### config.mk
export PLATFORM = sky130hd
export DESIGN_NAME = crc_read_seq
export DESIGN_NICKNAME = d
export VERILOG_FILES = /design/src/rtl/crs_pkg.sv /design/src/rtl/crs_crc_byte.sv /design/src/rtl/crs_end_detect.sv /design/src/rtl/crc_read_seq.sv
export SDC_FILE = /design/constraint.sdc
export NUM_CORES = 1
export LEC_CHECK = 0
export BUFFER_PORTS_ARGS = -buffer_cell sky130_fd_sc_hd__buf_4
export CAP_MARGIN = 20
export CORE_MARGIN = 2
export CORE_UTILIZATION = 50
export CTS_CLUSTER_SIZE = 8
export DETAILED_ROUTE_END_ITERATION = 7
export HOLD_SLACK_MARGIN = 0.08
export PLACE_DENSITY = 0.75
export SYNTH_ARGS = -nofsm -noshare
export SYNTH_HDL_FRONTEND = slang
export SYNTH_SLANG_ARGS = --single-unit
### constraint.sdc
create_clock -name clk -period 4 [get_ports clk]
set_input_delay 0.4 -clock clk [delete_from_list [all_inputs] [get_ports clk]]
set_output_delay 0.4 -clock clk [all_outputs]
set_load 0.02 [all_outputs]
### src/rtl/crs_pkg.sv
package crs_pkg;

    typedef enum logic [1:0] {
        MODE_PLAIN  = 2'd0,
        MODE_STATUS = 2'd1,
        MODE_EXT    = 2'd2,
        MODE_ALT    = 2'd3
    } rd_mode_e;

    typedef enum logic [2:0] {
        PH_IDLE,
        PH_HDR,
        PH_REDIR,
        PH_DATA,
        PH_CRC_LO,
        PH_CRC_HI,
        PH_DONE
    } phase_e;

    typedef struct packed {
        phase_e     phase;
        phase_e     resume;
        rd_mode_e   mode;
        logic [1:0] hdr_cnt;
        logic [15:0] crc;
    } seq_state_t;

endpackage

### src/rtl/crs_crc_byte.sv
module crs_crc_byte #(
    parameter logic [15:0] POLY = 16'hA001
) (
    input  logic [15:0] crc_in,
    input  logic [7:0]  din,
    output logic [15:0] crc_out
);
    // Folds one byte in, least significant bit first, reflected form.
    always_comb begin
        logic [15:0] v;
        v = crc_in;
        for (int i = 0; i < 8; i++) begin
            if (v[0] ^ din[i]) v = (v >> 1) ^ POLY;
            else               v = v >> 1;
        end
        crc_out = v;
    end
endmodule

### src/rtl/crs_end_detect.sv
module crs_end_detect
    import crs_pkg::*;
#(
    parameter int MEM_BYTES  = 512,
    parameter int PAGE_BYTES = 32,
    parameter int STAT_PAGE  = 8,
    localparam int ADDR_W    = $clog2(MEM_BYTES)
) (
    input  rd_mode_e           mode,
    input  logic [ADDR_W-1:0]  addr,
    output logic               boundary
);
    localparam int  PG_W     = $clog2(PAGE_BYTES);
    localparam int  ST_W     = $clog2(STAT_PAGE);
    localparam bit  PG_POW2  = (PAGE_BYTES & (PAGE_BYTES - 1)) == 0;
    localparam bit  ST_POW2  = (STAT_PAGE & (STAT_PAGE - 1)) == 0;

    logic ext_end;
    logic stat_end;
    logic mem_end;

    assign mem_end = (int'(addr) == MEM_BYTES - 1);

    generate
        if (PG_POW2) begin : g_pg_mask
            assign ext_end = (addr[PG_W-1:0] == PG_W'(PAGE_BYTES - 1));
        end else begin : g_pg_mod
            assign ext_end = ((int'(addr) % PAGE_BYTES) == PAGE_BYTES - 1);
        end
        if (ST_POW2) begin : g_st_mask
            assign stat_end = (addr[ST_W-1:0] == ST_W'(STAT_PAGE - 1));
        end else begin : g_st_mod
            assign stat_end = ((int'(addr) % STAT_PAGE) == STAT_PAGE - 1);
        end
    endgenerate

    always_comb begin
        unique case (mode)
            MODE_STATUS: boundary = stat_end;
            MODE_EXT:    boundary = ext_end;
            default:     boundary = mem_end;
        endcase
    end
endmodule

### src/rtl/crc_read_seq.sv
module crc_read_seq
    import crs_pkg::*;
#(
    parameter int          MEM_BYTES  = 512,
    parameter int          PAGE_BYTES = 32,
    parameter int          STAT_PAGE  = 8,
    parameter logic [15:0] POLY       = 16'hA001,
    localparam int         ADDR_W     = $clog2(MEM_BYTES)
) (
    input  logic              clk,
    input  logic              rst_n,
    input  logic              start,
    input  logic [1:0]        rd_mode,
    input  logic              byte_valid,
    input  logic [7:0]        byte_data,
    input  logic [ADDR_W-1:0] addr,
    output logic              crc_req,
    output logic [7:0]        crc_byte
);
    localparam logic [1:0] HDR_LAST = 2'd2;

    seq_state_t state_d, state_q;
    logic [15:0] crc_step;
    logic        at_boundary;

    crs_crc_byte #(.POLY(POLY)) u_step (
        .crc_in (state_q.crc),
        .din    (byte_data),
        .crc_out(crc_step)
    );

    crs_end_detect #(
        .MEM_BYTES (MEM_BYTES),
        .PAGE_BYTES(PAGE_BYTES),
        .STAT_PAGE (STAT_PAGE)
    ) u_end (
        .mode    (state_q.mode),
        .addr    (addr),
        .boundary(at_boundary)
    );

    always_comb begin
        state_d = state_q;
        unique case (state_q.phase)
            PH_HDR: begin
                if (byte_valid) begin
                    state_d.crc = crc_step;
                    if (state_q.hdr_cnt == HDR_LAST) begin
                        state_d.phase = (state_q.mode == MODE_EXT) ? PH_REDIR : PH_DATA;
                    end else begin
                        state_d.hdr_cnt = state_q.hdr_cnt + 2'd1;
                    end
                end
            end
            PH_REDIR: begin
                if (byte_valid) begin
                    state_d.crc    = crc_step;
                    state_d.phase  = PH_CRC_LO;
                    state_d.resume = PH_DATA;
                end
            end
            PH_DATA: begin
                if (byte_valid) begin
                    state_d.crc = crc_step;
                    if (at_boundary) begin
                        state_d.phase = PH_CRC_LO;
                        unique case (state_q.mode)
                            MODE_STATUS: state_d.resume = PH_DATA;
                            MODE_EXT:    state_d.resume = PH_REDIR;
                            default:     state_d.resume = PH_DONE;
                        endcase
                    end
                end
            end
            PH_CRC_LO: state_d.phase = PH_CRC_HI;
            PH_CRC_HI: begin
                state_d.crc   = 16'h0000;
                state_d.phase = state_q.resume;
            end
            default: ;
        endcase

        if (start) begin
            state_d.phase   = PH_HDR;
            state_d.mode    = rd_mode_e'(rd_mode);
            state_d.hdr_cnt = 2'd0;
            state_d.crc     = 16'h0000;
            state_d.resume  = PH_DONE;
        end
    end

    always_ff @(posedge clk or negedge rst_n) begin
        if (!rst_n) begin
            state_q <= '{phase: PH_IDLE, resume: PH_DONE, mode: MODE_PLAIN,
                         hdr_cnt: 2'd0, crc: 16'h0000};
        end else begin
            state_q <= state_d;
        end
    end

    always_comb begin
        crc_req  = 1'b0;
        crc_byte = 8'h00;
        if (state_q.phase == PH_CRC_LO) begin
            crc_req  = 1'b1;
            crc_byte = ~state_q.crc[7:0];
        end else if (state_q.phase == PH_CRC_HI) begin
            crc_req  = 1'b1;
            crc_byte = ~state_q.crc[15:8];
        end
    end
endmodule

==> results of run 1 <==
[per-layer routing]
metal  routed length (um)  track usage [%]  share of wire, %  vias to the layer above
met4                   38            7.468               1.2                        0
met2                 1510            31.11                49                       34
li1                     -                -                 -                      581
met1                 1406            29.53                46                      580
met5                    0                0                 0                        -
met3                  123            2.620               4.0                        4
[power groups by stage]
stage / logic (W) / registers, W / clock network, W
floorplan: 0.000597 / 0.000413 / 0
global placement: 0.000702 / 0.000450 / 0
finish: 0.000715 / 0.000451 / 0.000112
detailed placement: 0.000715 / 0.000453 / 0
global route: 0.000781 / 0.000467 / 0.000125
CTS: 0.000722 / 0.000449 / 0.000114
[cell usage after synthesis]
library cell | instances | area share (%)
o22a_1 | 1 | 0.58
xor2_1 | 2 | 1.2
mux2_2 | 3 | 2.2
ha_1 | 5 | 4.1
dfstp_2 | 1 | 1.7
xor3_2 | 1 | 1.7
xnor3_1 | 1 | 1.5
dfrtp_1 | 24 | 40
a21oi_1 | 7 | 2.3
xor3_1 | 1 | 1.6
mux2i_1 | 2 | 1.3
o21ai_0 | 5 | 1.7
clkbuf_1 | 6 | 1.5
xor2_2 | 2 | 2.1
inv_2 | 1 | 0.25
o2111ai_1 | 1 | 0.58
nand4_1 | 1 | 0.41
a311oi_1 | 1 | 0.58
a22o_1 | 16 | 9.3
a31oi_1 | 2 | 0.83
nor2b_1 | 11 | 4.5
nand3_1 | 2 | 0.66
or2_0 | 1 | 0.41
xnor2_1 | 15 | 8.7
a211oi_1 | 9 | 4.5
nor2_1 | 11 | 2.7
nand2_1 | 7 | 1.7
inv_1 | 7 | 1.7
[stage by stage]
step / cells / cell area (um^2) / utilization, % / setup slack [ns] / power [W]
6_report: 209 / 1814 / 64.67 / 1.758 / 0.001277
2_1_floorplan: 146 / 1514 / - / 1.888 / 0.001010
4_1_cts: 209 / 1814 / 64.67 / 1.795 / 0.001285
3_3_place_gp: 204 / 1778 / 63.38 / 1.755 / 0.001152
5_1_grt: 209 / 1814 / 64.67 / 1.574 / 0.001373
3_5_place_dp: 204 / 1778 / 63.38 / 1.743 / 0.001168
[area by class of cell]
| class | count | share of cell area [%] |
|---|---|---|
| Clock buffer | 4 | 1.448 |
| Inverter | 8 | 1.655 |
| Multi-Input combinational cell | 107 | 46.00 |
| Sequential cell | 25 | 34.55 |
| Tap cell | 31 | 2.138 |
| Timing Repair Buffer | 34 | 14.21 |
[timing repair]
item                      4_1_cts  5_1_grt
resized for setup               0        0
hold buffers                    1        0
hold endpoints to repair       24        0
[worst max-delay path, cell delays in order, from the launching register on]
cell      delay (ns)
dfrtp_1         0.89
nor2b_1         0.26
o22a_1          0.16
nor2_1          0.04
buf_4           0.20
a211oi_1        0.23
buf_4           0.25
a22o_1          0.16
[kinds of logic (layout without fill, tap and decap cells)]
logic type | Yosys count | in the layout | synth area share, %
AND/OR/NAND/NOR | 33 | 33 | 10.50
XOR/XNOR | 22 | 22 | 16.69
adder cells (fa/ha/maj) | 5 | 5 | 4.132
buffers and inverters | 14 | 46 | 3.471
AO/OA/AOI/OAI | 42 | 42 | 20.25
multiplexers | 5 | 5 | 3.554
flip-flops | 25 | 25 | 41.41
[how the worst max path moves through the flow]
stage / cells past startpoint / end / slack, ns / startpoint
final: 7 / state_q[4] / 1.76 / state_q[23]
after global routing: 7 / state_q[11] / 1.57 / state_q[23]
after CTS: 5 / state_q[0] / 1.80 / state_q[4]
after detailed placement: 6 / state_q[0] / 1.74 / byte_data[4]
after global placement: 6 / state_q[0] / 1.76 / byte_data[4]
after floorplan: 5 / state_q[0] / 1.89 / state_q[4]
==> results.tsv, run 1 <==
stage	metric	value	unit
sta	setup_tns	0	ns
global_route	grt_use_total	20.28	%
sta	maxSlewViolCount	0	
synthesis	yosysSeqAreaShare	41.40	%
cells_and_area	top_register	state_q	
synthesis	synth_area	0.001514	mm^2
worst_setup_path	rrSetupSlack	1.76	ns
worst_setup_path	r2r-start	state_q[23]	
synthesis	avgSynthCellArea	10.37	um^2
worst_hold_path	min_to	state_q[19]	
sta	final.period_utilization	56.04	%
detailed_routing	drt-initial-drc-count	58	
worst_setup_path	crit_arrival	2.50	ns
pwr	leakage	0.8463	nW
pwr	internal-power	0.0007905	W
cells_and_area	drive_gt1_share	24.72	%
die	start_util	53.97	%
synthesis	syn_inst	146	
worst_setup_path	rr_worst_depth	7	
cells_and_area	largest_reg_flops	25	
clocking	clock_latency	0.31	ns
clocking	clk_pin_slew	0.13	ns
detailed_routing	drc	0	
sta	worst_pin_slew	0.7938	ns
sta	hold_viol	0	
die	num_io_pins	32	
global_route	grt_max_degree	26	
clocking	root_buffer	clkbuf_4	
synthesis	synth-seq-cells	25	
pwr	powerDensity	704.1	mW/mm^2
pwr	power_frac_clock	8.7	%
cells_and_area	diodes	0	
worst_hold_path	hold_start	rd_mode[1]	
placed_design	hpwl	2.229	mm
worst_setup_path	worst_r2r_endpoint	state_q[4]	
worst_setup_path	worstSetupPathType	reg2reg	
sta	slew_headroom	47.08	%
cells_and_area	register_area	626.9	um^2
cells_and_area	final_common_cell	buf_4	
flow_run	cap_violations	0	
cells_and_area	largest_registers	state_q x25	
sta	period_minus_slack	2.242	ns
placed_design	port-buffer-count	31	
die	die_h	59.03	um
clocking	cts_made_buffers	3	
sta	rsz0062_at_grt	no	
synthesis	yosys_warnings	0	
die	die_w	59.03	um
cells_and_area	multiInputGateArea	834.6	um^2
detailed_routing	vias	1199	
clocking	cts_tree	yes	
pwr	peakVddDrop	0.0005565	V
placed_design	routabilityCongestion	0.8336	
die	core_area	0.002805	mm^2
global_route	antenna_found_initial	0	
clocking	clockBufferDepth	2	
global_route	grt_pass1_wl	5.416	mm
cells_and_area	fill_cells	234	
outcome	status	finished, final reports clean	
cells_and_area	fin_nets	207	
worst_hold_path	hp-class	in2reg	
worst_setup_path	worstSetupEndpointType	flip-flop	
detailed_routing	antenna_left	0	
sta	setup_viol	0	
sta	whs	0.3009	ns
pwr	p_seq_share	35.3	%
worst_setup_path	crit_fanout	25	
worst_hold_path	holdPathStages	3	
pwr	p_switching	0.0004869	W
synthesis	syn_nets	174	
die	fp.dieArea	0.003484	mm^2
pwr	power_frac_comb	56.0	%
cells_and_area	synthToLayoutAreaGrowth	19.83	%
die	row_count	19	
global_route	grt_overflow	0	
sta	skew	0.004383	ns
worst_setup_path	startpoint_type	flip-flop	
global_route	grt_pass1_vias	1187	
clocking	htreeDepth	1	
detailed_routing	drt_wl_total	3.078	mm
detailed_routing	dr.pass1.iters	4	
detailed_routing	routedWlPerCell	14.73	um
sta	fmax	0.4461	GHz
clocking	clock_sinks	25	
clocking	cts_setup_buffers	0	
synthesis	synth_cell_types	28	
cells_and_area	final_cell_mix	buf_4, dfrtp_1, a22o_1, xnor2_1	
detailed_routing	via_per_inst	5.737	
pwr	switching_share	38.12	%
worst_setup_path	crit_required	4.26	ns
Note: power is estimated with default switching activity, not from simulation.
==> run 2: changes to the inputs <==
ABC_AREA = 1   (was not set)
PLACE_DENSITY = 0.74   (was 0.75)
clock period = 2.1 ns   (was 4 ns; I/O delays follow)
==> results.tsv, run 2 <==
stage	metric	value	unit	change
clocking	cts_made_buffers	3		unchanged
worst_hold_path	hp-class	in2reg		unchanged
synthesis	synth_top_area_share	34.81	%	was 39.67%
detailed_routing	antenna_left	0		unchanged
cells_and_area	drive_gt1_share	28.46	%	was 24.72%
die	die_w	62.75	um	was 59.03 um
die	die_h	62.75	um	was 59.03 um
synthesis	avgSynthCellArea	7.737	um^2	was 10.37 um^2
synthesis	synth-seq-cells	25		unchanged
worst_setup_path	startpoint_type	flip-flop		unchanged
outcome	status	finished, final reports clean		unchanged
pwr	internal-power	0.001390	W	was 0.0007905 W
die	num_io_pins	32		unchanged
die	start_util	51.71	%	was 53.97%
worst_setup_path	worstSetupPathType	reg2out		was reg2reg
pwr	switching_share	49.58	%	was 38.12%
detailed_routing	drt_wl_total	3.620	mm	was 3.078 mm
synthesis	syn_nets	251		was 174
clocking	clk_pin_slew	0.14	ns	was 0.13 ns
synthesis	synth_edf_count	0		unchanged
clocking	cts_tree	yes		unchanged
worst_setup_path	crit_buf_inv	2		unchanged
global_route	grt_overflow	0		unchanged
cells_and_area	top_register	state_q		unchanged
cells_and_area	final_cells	306		was 209
cells_and_area	fin_nets	289		was 207
global_route	grt_pass1_vias	1503		was 1187
global_route	grt_pass1_wl	6.727	mm	was 5.416 mm
global_route	antenna_found_initial	0		unchanged
pwr	power_frac_clock	7.7	%	was 8.7%
detailed_routing	drt-initial-drc-count	78		was 58
clocking	cts_setup_buffers	0		unchanged
pwr	p_switching	0.001366	W	was 0.0004869 W
synthesis	yosysTopAreaCell	dfrtp_1		unchanged
cells_and_area	largest_registers	state_q x25		unchanged
worst_setup_path	crit_arrival	1.77	ns	was 2.50 ns
sta	whs	0.1156	ns	was 0.3009 ns
detailed_routing	via_per_inst	4.990		was 5.737
global_route	grt_use_total	21.13	%	was 20.28%
detailed_routing	routedWlPerCell	11.83	um	was 14.73 um
placed_design	dp.cells	301		was 204
placed_design	hpwl	2.783	mm	was 2.229 mm
sta	fmax	0.5056	GHz	
sta	slew_headroom	75.30	%	was 47.08%
clocking	clock_latency	0.31	ns	about the same
sta	hold_viol	0		unchanged
detailed_routing	dr.pass1.iters	4		unchanged
pwr	power_frac_comb	63.6	%	was 56.0%
synthesis	yosysSeqAreaShare	36.33	%	was 41.40%
worst_setup_path	crit_family	simple AND/OR/NAND/NOR gates		was flip-flops
die	fp.dieArea	0.003937	mm^2	was 0.003484 mm^2
sta	skew	0.007836	ns	was 0.004383 ns
worst_setup_path	slowest_stage	dfrtp_1		unchanged
flow_run	cap_violations	0		unchanged
sta	period_minus_slack	1.978	ns	
clocking	htreeDepth	1		unchanged
sta	setup_viol	0		unchanged
global_route	grt_max_degree	26		unchanged
worst_setup_path	worstSetupEndpointType	primary output		was flip-flop
synthesis	synth_area	0.001725	mm^2	was 0.001514 mm^2
synthesis	syn_inst	223		was 146
synthesis	synthTopCellsByArea	dfrtp_1, nand2_1, inv_1		was dfrtp_1, a22o_1, xnor2_1
synthesis	synth_cell_types	35		was 28
sta	maxSlewViolCount	0		unchanged
die	row_count	21		was 19
sta	worst_pin_slew	0.3678	ns	was 0.7938 ns
cells_and_area	synthToLayoutAreaGrowth	19.51	%	was 19.83%
synthesis	yosys_warnings	0		unchanged
synthesis	synth.most_common_cell	nand2_1		was dfrtp_1
placed_design	routabilityCongestion	0.8619		was 0.8336
cells_and_area	final_common_cell	nand2_1		was buf_4
worst_setup_path	crit_fanout	9		was 25
cells_and_area	diodes	0		unchanged
cells_and_area	largest_reg_flops	25		unchanged
worst_setup_path	crit_chain	inv_1 -> nor2_1 -> nand2_2 -> o22ai_1 -> buf_4		was nor2b_1 -> o22a_1 -> nor2_1 -> buf_4 -> a211oi_1 -> buf_4 -> a22o_1
sta	final.period_utilization	94.19	%	
clocking	clockBufferDepth	2		unchanged
pwr	powerDensity	1337	mW/mm^2	was 704.1 mW/mm^2
detailed_routing	drc	0		unchanged
worst_setup_path	slowest_delay	0.45	ns	was 0.89 ns
clocking	root_buffer	clkbuf_4		unchanged
pwr	p_seq_share	28.7	%	was 35.3%
detailed_routing	vias	1527		was 1199
worst_setup_path	crit_required	1.89	ns	was 4.26 ns
synthesis	async_flop_share	100.0	%	unchanged
pwr	leakage	1.058	nW	was 0.8463 nW
pwr	peakVddDrop	0.0006764	V	was 0.0005565 V
placed_design	port-buffer-count	31		unchanged
synthesis	synthTopCellsByCount	nand2_1, inv_1, dfrtp_1		was dfrtp_1, a22o_1, xnor2_1
clocking	clock_sinks	25		unchanged
synthesis	ys.flop_type	dfrtp_1		unchanged
cells_and_area	final_cell_mix	nand2_1, buf_4, inv_1, dfrtp_1, o21ai_0		was buf_4, dfrtp_1, a22o_1, xnor2_1
die	core_area	0.003337	mm^2	was 0.002805 mm^2
run 2: cell types whose count changed after synthesis, moves of 12 or more:
cell / previous run / this run
a22o_1: 16 / 1
inv_1: 7 / 31
nand2_2: 0 / 13
xnor2_1: 15 / 3
nand2_1: 7 / 47
o22ai_1: 0 / 14
run 2: power by group through the flow:
stage               Sequential (W)  Combinational (W)  Clock (W)
global route              0.000819            0.00197   0.000249
floorplan                 0.000770            0.00131          0
detailed placement        0.000801            0.00173          0
global placement          0.000796            0.00173          0
finish                    0.000791            0.00175   0.000213
CTS                       0.000789            0.00175   0.000223
run 2: cells by family after synthesis:
logic type      after synthesis  share of synthesized area, %
compound gates               46                         16.39
fa+ha+maj                     5                         3.626
simple gates                 99                         30.09
xor+xnor                      8                         4.496
flops                        25                         36.33
buf+inv                      40                         9.065
run 2: area by class of cell:
| type | instances | area [um^2] |
|---|---|---|
| Fill cell | 311 | 1275 |
| Multi-Input combinational cell | 158 | 944.7 |
| Sequential cell | 25 | 626.9 |
| Timing Repair Buffer | 34 | 257.7 |
| Inverter | 39 | 148.9 |
| Tap cell | 46 | 57.56 |
| Clock buffer | 4 | 26.28 |
run 2: worst paths after layout:
| path | from | end | slack [ns] | cells after the start |
|---|---|---|---|---|
| setup / recovery | state_q[25] | crc_byte[7] | 0.12 | 5 |
| max in group asynchronous | rst_n | state_q[22] | 1.49 | 2 |
| min in group asynchronous | rst_n | state_q[24] | 0.32 | 2 |
| hold reg to reg | state_q[22] | state_q[22] | 0.49 | 2 |
| setup reg to reg | state_q[25] | state_q[14] | 0.22 | 10 |
| hold / removal | rd_mode[1] | state_q[19] | 0.12 | 3 |
run 2: timing repair:
action	4_1_cts	5_1_grt
hold buffers	1	0
hold endpoints to repair	25	0
gates resized for setup	0	2
setup endpoints to repair	0	8
run 2: tightest hold or removal path, cell delays in order:
cell     delay, ns
buf_4         0.08
nand2_1       0.04
o21ai_0       0.07
run 2: per-layer routing:
metal	GRT usage, %	routed length [um]	vias up
li1	-	-	807
met1	31.55	1866	691
met2	31.72	1573	27
met3	3.243	155	2
met4	6.111	24	0
met5	0	0	-
run 2: stage by stage:
stage / TNS (ns) / util, % / setup slack (ns) / power, W / cell area (um^2)
floorplan: 0 / - / 0.3404 / 0.002077 / 1725
global placement: 0 / 60.63 / 0.2595 / 0.002529 / 2023
detailed placement: 0 / 60.63 / 0.2731 / 0.002534 / 2023
CTS: 0 / 61.72 / 0.07156 / 0.002758 / 2059
global route: -0.00006617 / 61.79 / -0.00006617 / 0.003042 / 2062
finish: 0 / 61.79 / 0.1220 / 0.002756 / 2062
==> run 3: changes to the inputs <==
CTS_BUF_LIST = sky130_fd_sc_hd__clkbuf_16   (was not set)
REMOVE_ABC_BUFFERS = 1   (was not set)
==> results.tsv, run 3 (synthesis gave the netlist of run 2 again) <==
stage	metric	value	unit	change
outcome	status	finished, final reports clean		unchanged
pwr	leakage	1.086	nW	was 1.058 nW
worst_setup_path	crit_arrival	1.75	ns	was 1.77 ns
placed_design	hpwl	2.817	mm	was 2.783 mm
global_route	busiest_layer	met2		unchanged
sta	whs	0.1669	ns	was 0.1156 ns
cells_and_area	diodes	0		unchanged
clocking	cts_made_buffers	3		unchanged
sta	post-route-worst-setup-slack	0.1445	ns	was 0.1220 ns
detailed_routing	routedWlPerCell	12.31	um	was 11.83 um
die	start_util	51.71	%	unchanged
cells_and_area	design_area	0.002120	mm^2	was 0.002062 mm^2
cells_and_area	final_cell_mix	nand2_1, buf_4, inv_1, dfrtp_1, o21ai_0		unchanged
global_route	grt_pass1_vias	1504		was 1503
sta	setup_tns	0	ns	unchanged
sta	slew_headroom	71.87	%	was 75.30%
clocking	cts_tree	yes		unchanged
detailed_routing	drt-initial-drc-count	90		was 78
worst_setup_path	slowest_delay	0.42	ns	was 0.45 ns
clocking	clockBufferDepth	2		unchanged
cells_and_area	multiInputGateArea	949.7	um^2	was 944.7 um^2
global_route	grt_use_total	21.70	%	was 21.13%
placed_design	port-buffer-count	31		unchanged
global_route	grt_overflow	0		unchanged
worst_setup_path	crit_start	state_q[25]		unchanged
global_route	met2_usage	32.93	%	was 31.72%
cells_and_area	final_common_cell	nand2_1		unchanged
worst_setup_path	rrSetupSlack	0.24	ns	was 0.22 ns
global_route	grt_util_met3	3.063	%	was 3.243%
cells_and_area	synthToLayoutAreaGrowth	22.84	%	was 19.51%
worst_setup_path	startpoint_type	flip-flop		unchanged
pwr	peakVddDrop	0.0007141	V	was 0.0006764 V
clocking	clock_latency	0.26	ns	was 0.31 ns
detailed_routing	via_per_inst	5.193		was 4.990
worst_setup_path	r2r-start	state_q[2]		was state_q[25]
sta	final.period_utilization	93.12	%	was 94.19%
worst_setup_path	crit_end	crc_byte[7]		unchanged
cells_and_area	fill_cells	290		was 311
flow_run	cap_violations	0		unchanged
placed_design	dpl_cell_area	0.002023	mm^2	unchanged
sta	setup_viol	0		unchanged
clocking	clk_pin_slew	0.06	ns	was 0.14 ns
clocking	root_buffer	clkbuf_16		was clkbuf_4
worst_setup_path	crit_family	simple AND/OR/NAND/NOR gates		unchanged
detailed_routing	drt_wl_total	3.766	mm	was 3.620 mm
die	row_count	21		unchanged
cells_and_area	register_area	626.9	um^2	unchanged
cells_and_area	drive_gt1_share	28.85	%	was 28.46%
cells_and_area	fin_nets	289		unchanged
die	fp.dieArea	0.003937	mm^2	unchanged
worst_hold_path	hp-class	in2reg		unchanged
clocking	htreeDepth	1		unchanged
detailed_routing	antenna_left	0		unchanged
worst_setup_path	crit_chain	inv_1 -> nor2_1 -> nand2_1 -> o22ai_1 -> buf_4		was inv_1 -> nor2_1 -> nand2_2 -> o22ai_1 -> buf_4
sta	worst_pin_slew	0.4209	ns	was 0.3678 ns
placed_design	routabilityCongestion	0.8571		was 0.8619
global_route	grt_use_met1	32.44	%	was 31.55%
sta	fmax	0.5114	GHz	was 0.5056 GHz
die	num_io_pins	32		unchanged
sta	maxSlewViolCount	0		unchanged
pwr	powerDensity	1415	mW/mm^2	was 1337 mW/mm^2
detailed_routing	vias	1589		was 1527
placed_design	place_worst_setup_slack	0.2700	ns	was 0.2731 ns
cells_and_area	top_register	state_q		unchanged
sta	skew	0.002586	ns	was 0.007836 ns
global_route	antenna_found_initial	0		unchanged
die	die_h	62.75	um	unchanged
worst_setup_path	crit_required	1.89	ns	about the same
detailed_routing	drc	0		unchanged
clocking	clock_sinks	25		unchanged
cells_and_area	largest_reg_flops	25		unchanged
worst_setup_path	worst_r2r_endpoint	state_q[0]		was state_q[14]
sta	hold_viol	0		unchanged
sta	rsz0062_at_grt	no		
global_route	grt_max_degree	26		unchanged
pwr	power.total	0.002999	W	was 0.002756 W
detailed_routing	dr.pass1.iters	4		unchanged
worst_setup_path	crit_cells	5		unchanged
global_route	grt_pass1_wl	6.948	mm	was 6.727 mm
worst_setup_path	worstSetupEndpointType	primary output		unchanged
worst_setup_path	worstSetupPathType	reg2out		unchanged
sta	period_minus_slack	1.956	ns	was 1.978 ns
worst_setup_path	crit_fanout	9		unchanged
worst_setup_path	slowest_stage	dfrtp_1		unchanged
clocking	cts_setup_buffers	0		unchanged
die	core_area	0.003337	mm^2	unchanged
die	die_w	62.75	um	unchanged
cells_and_area	largest_registers	state_q x25		unchanged
worst_setup_path	rr_worst_depth	16		was 10
worst_setup_path	crit_buf_inv	2		unchanged
==> run 3: worst register-to-register path, cell delays in order (launching register included) <==
cell,delay (ns)
dfrtp_1,0.41
inv_1,0.10
nand2_1,0.05
nand2_1,0.09
nand2_1,0.07
nand2_2,0.10
inv_2,0.05
nand2_4,0.06
nand3_1,0.13
nand3_4,0.14
nand2_4,0.08
nand2_2,0.09
nand3_2,0.10
nand2_2,0.11
nand2_1,0.06
nand3_1,0.07
nand2_1,0.05
==> run 3: cell type report <==
type / count / area share (%)
timing repair buffer: 34 / 12.16
sequential: 25 / 29.58
tap: 46 / 2.715
clock inverter: 1 / 0.1771
multi-input combinational: 158 / 44.81
clock buffer: 3 / 3.542
inverter: 39 / 7.025
==> run 3: routing by layer <==
layer	wire (um)	vias up
li1	-	811
met1	1929	738
met2	1650	35
met3	145	5
met4	41	0
met5	0	-
==> run 3: how the worst min path moves through the flow <==
stage                    start           to  slack (ns)  cells past startpoint
finish              rd_mode[1]  state_q[19]        0.17                      3
global route        rd_mode[0]  state_q[18]        0.18                      3
CTS                 rd_mode[1]  state_q[19]        0.17                      3
detailed placement       rst_n  state_q[11]        0.14                      1
global placement         rst_n  state_q[11]        0.13                      1
floorplan                rst_n   state_q[0]       -0.09                      0
==> run 3: what timing repair did <==
action | in CTS | in global routing
hold endpoints to repair | 24 | 0
setup endpoints to repair | 0 | 3
hold buffers | 1 | 0
gates resized for setup | 0 | 3
==> run 3: report_power, final <==
group / switching, W / internal (W) / total [W]
Sequential: 0.000138 / 0.000659 / 0.000797
Clock: 0.000168 / 0.000255 / 0.000423
Combinational: 0.00112 / 0.000663 / 0.00178
Total: 0.00142 / 0.00158 / 0.00300
==> run 3: through the flow <==
stage / utilization [%] / cells
finish: 63.52 / 306
global route: 63.52 / 306
CTS: 63.29 / 306
detailed placement: 60.63 / 301
global placement: 60.63 / 301
floorplan: - / 222
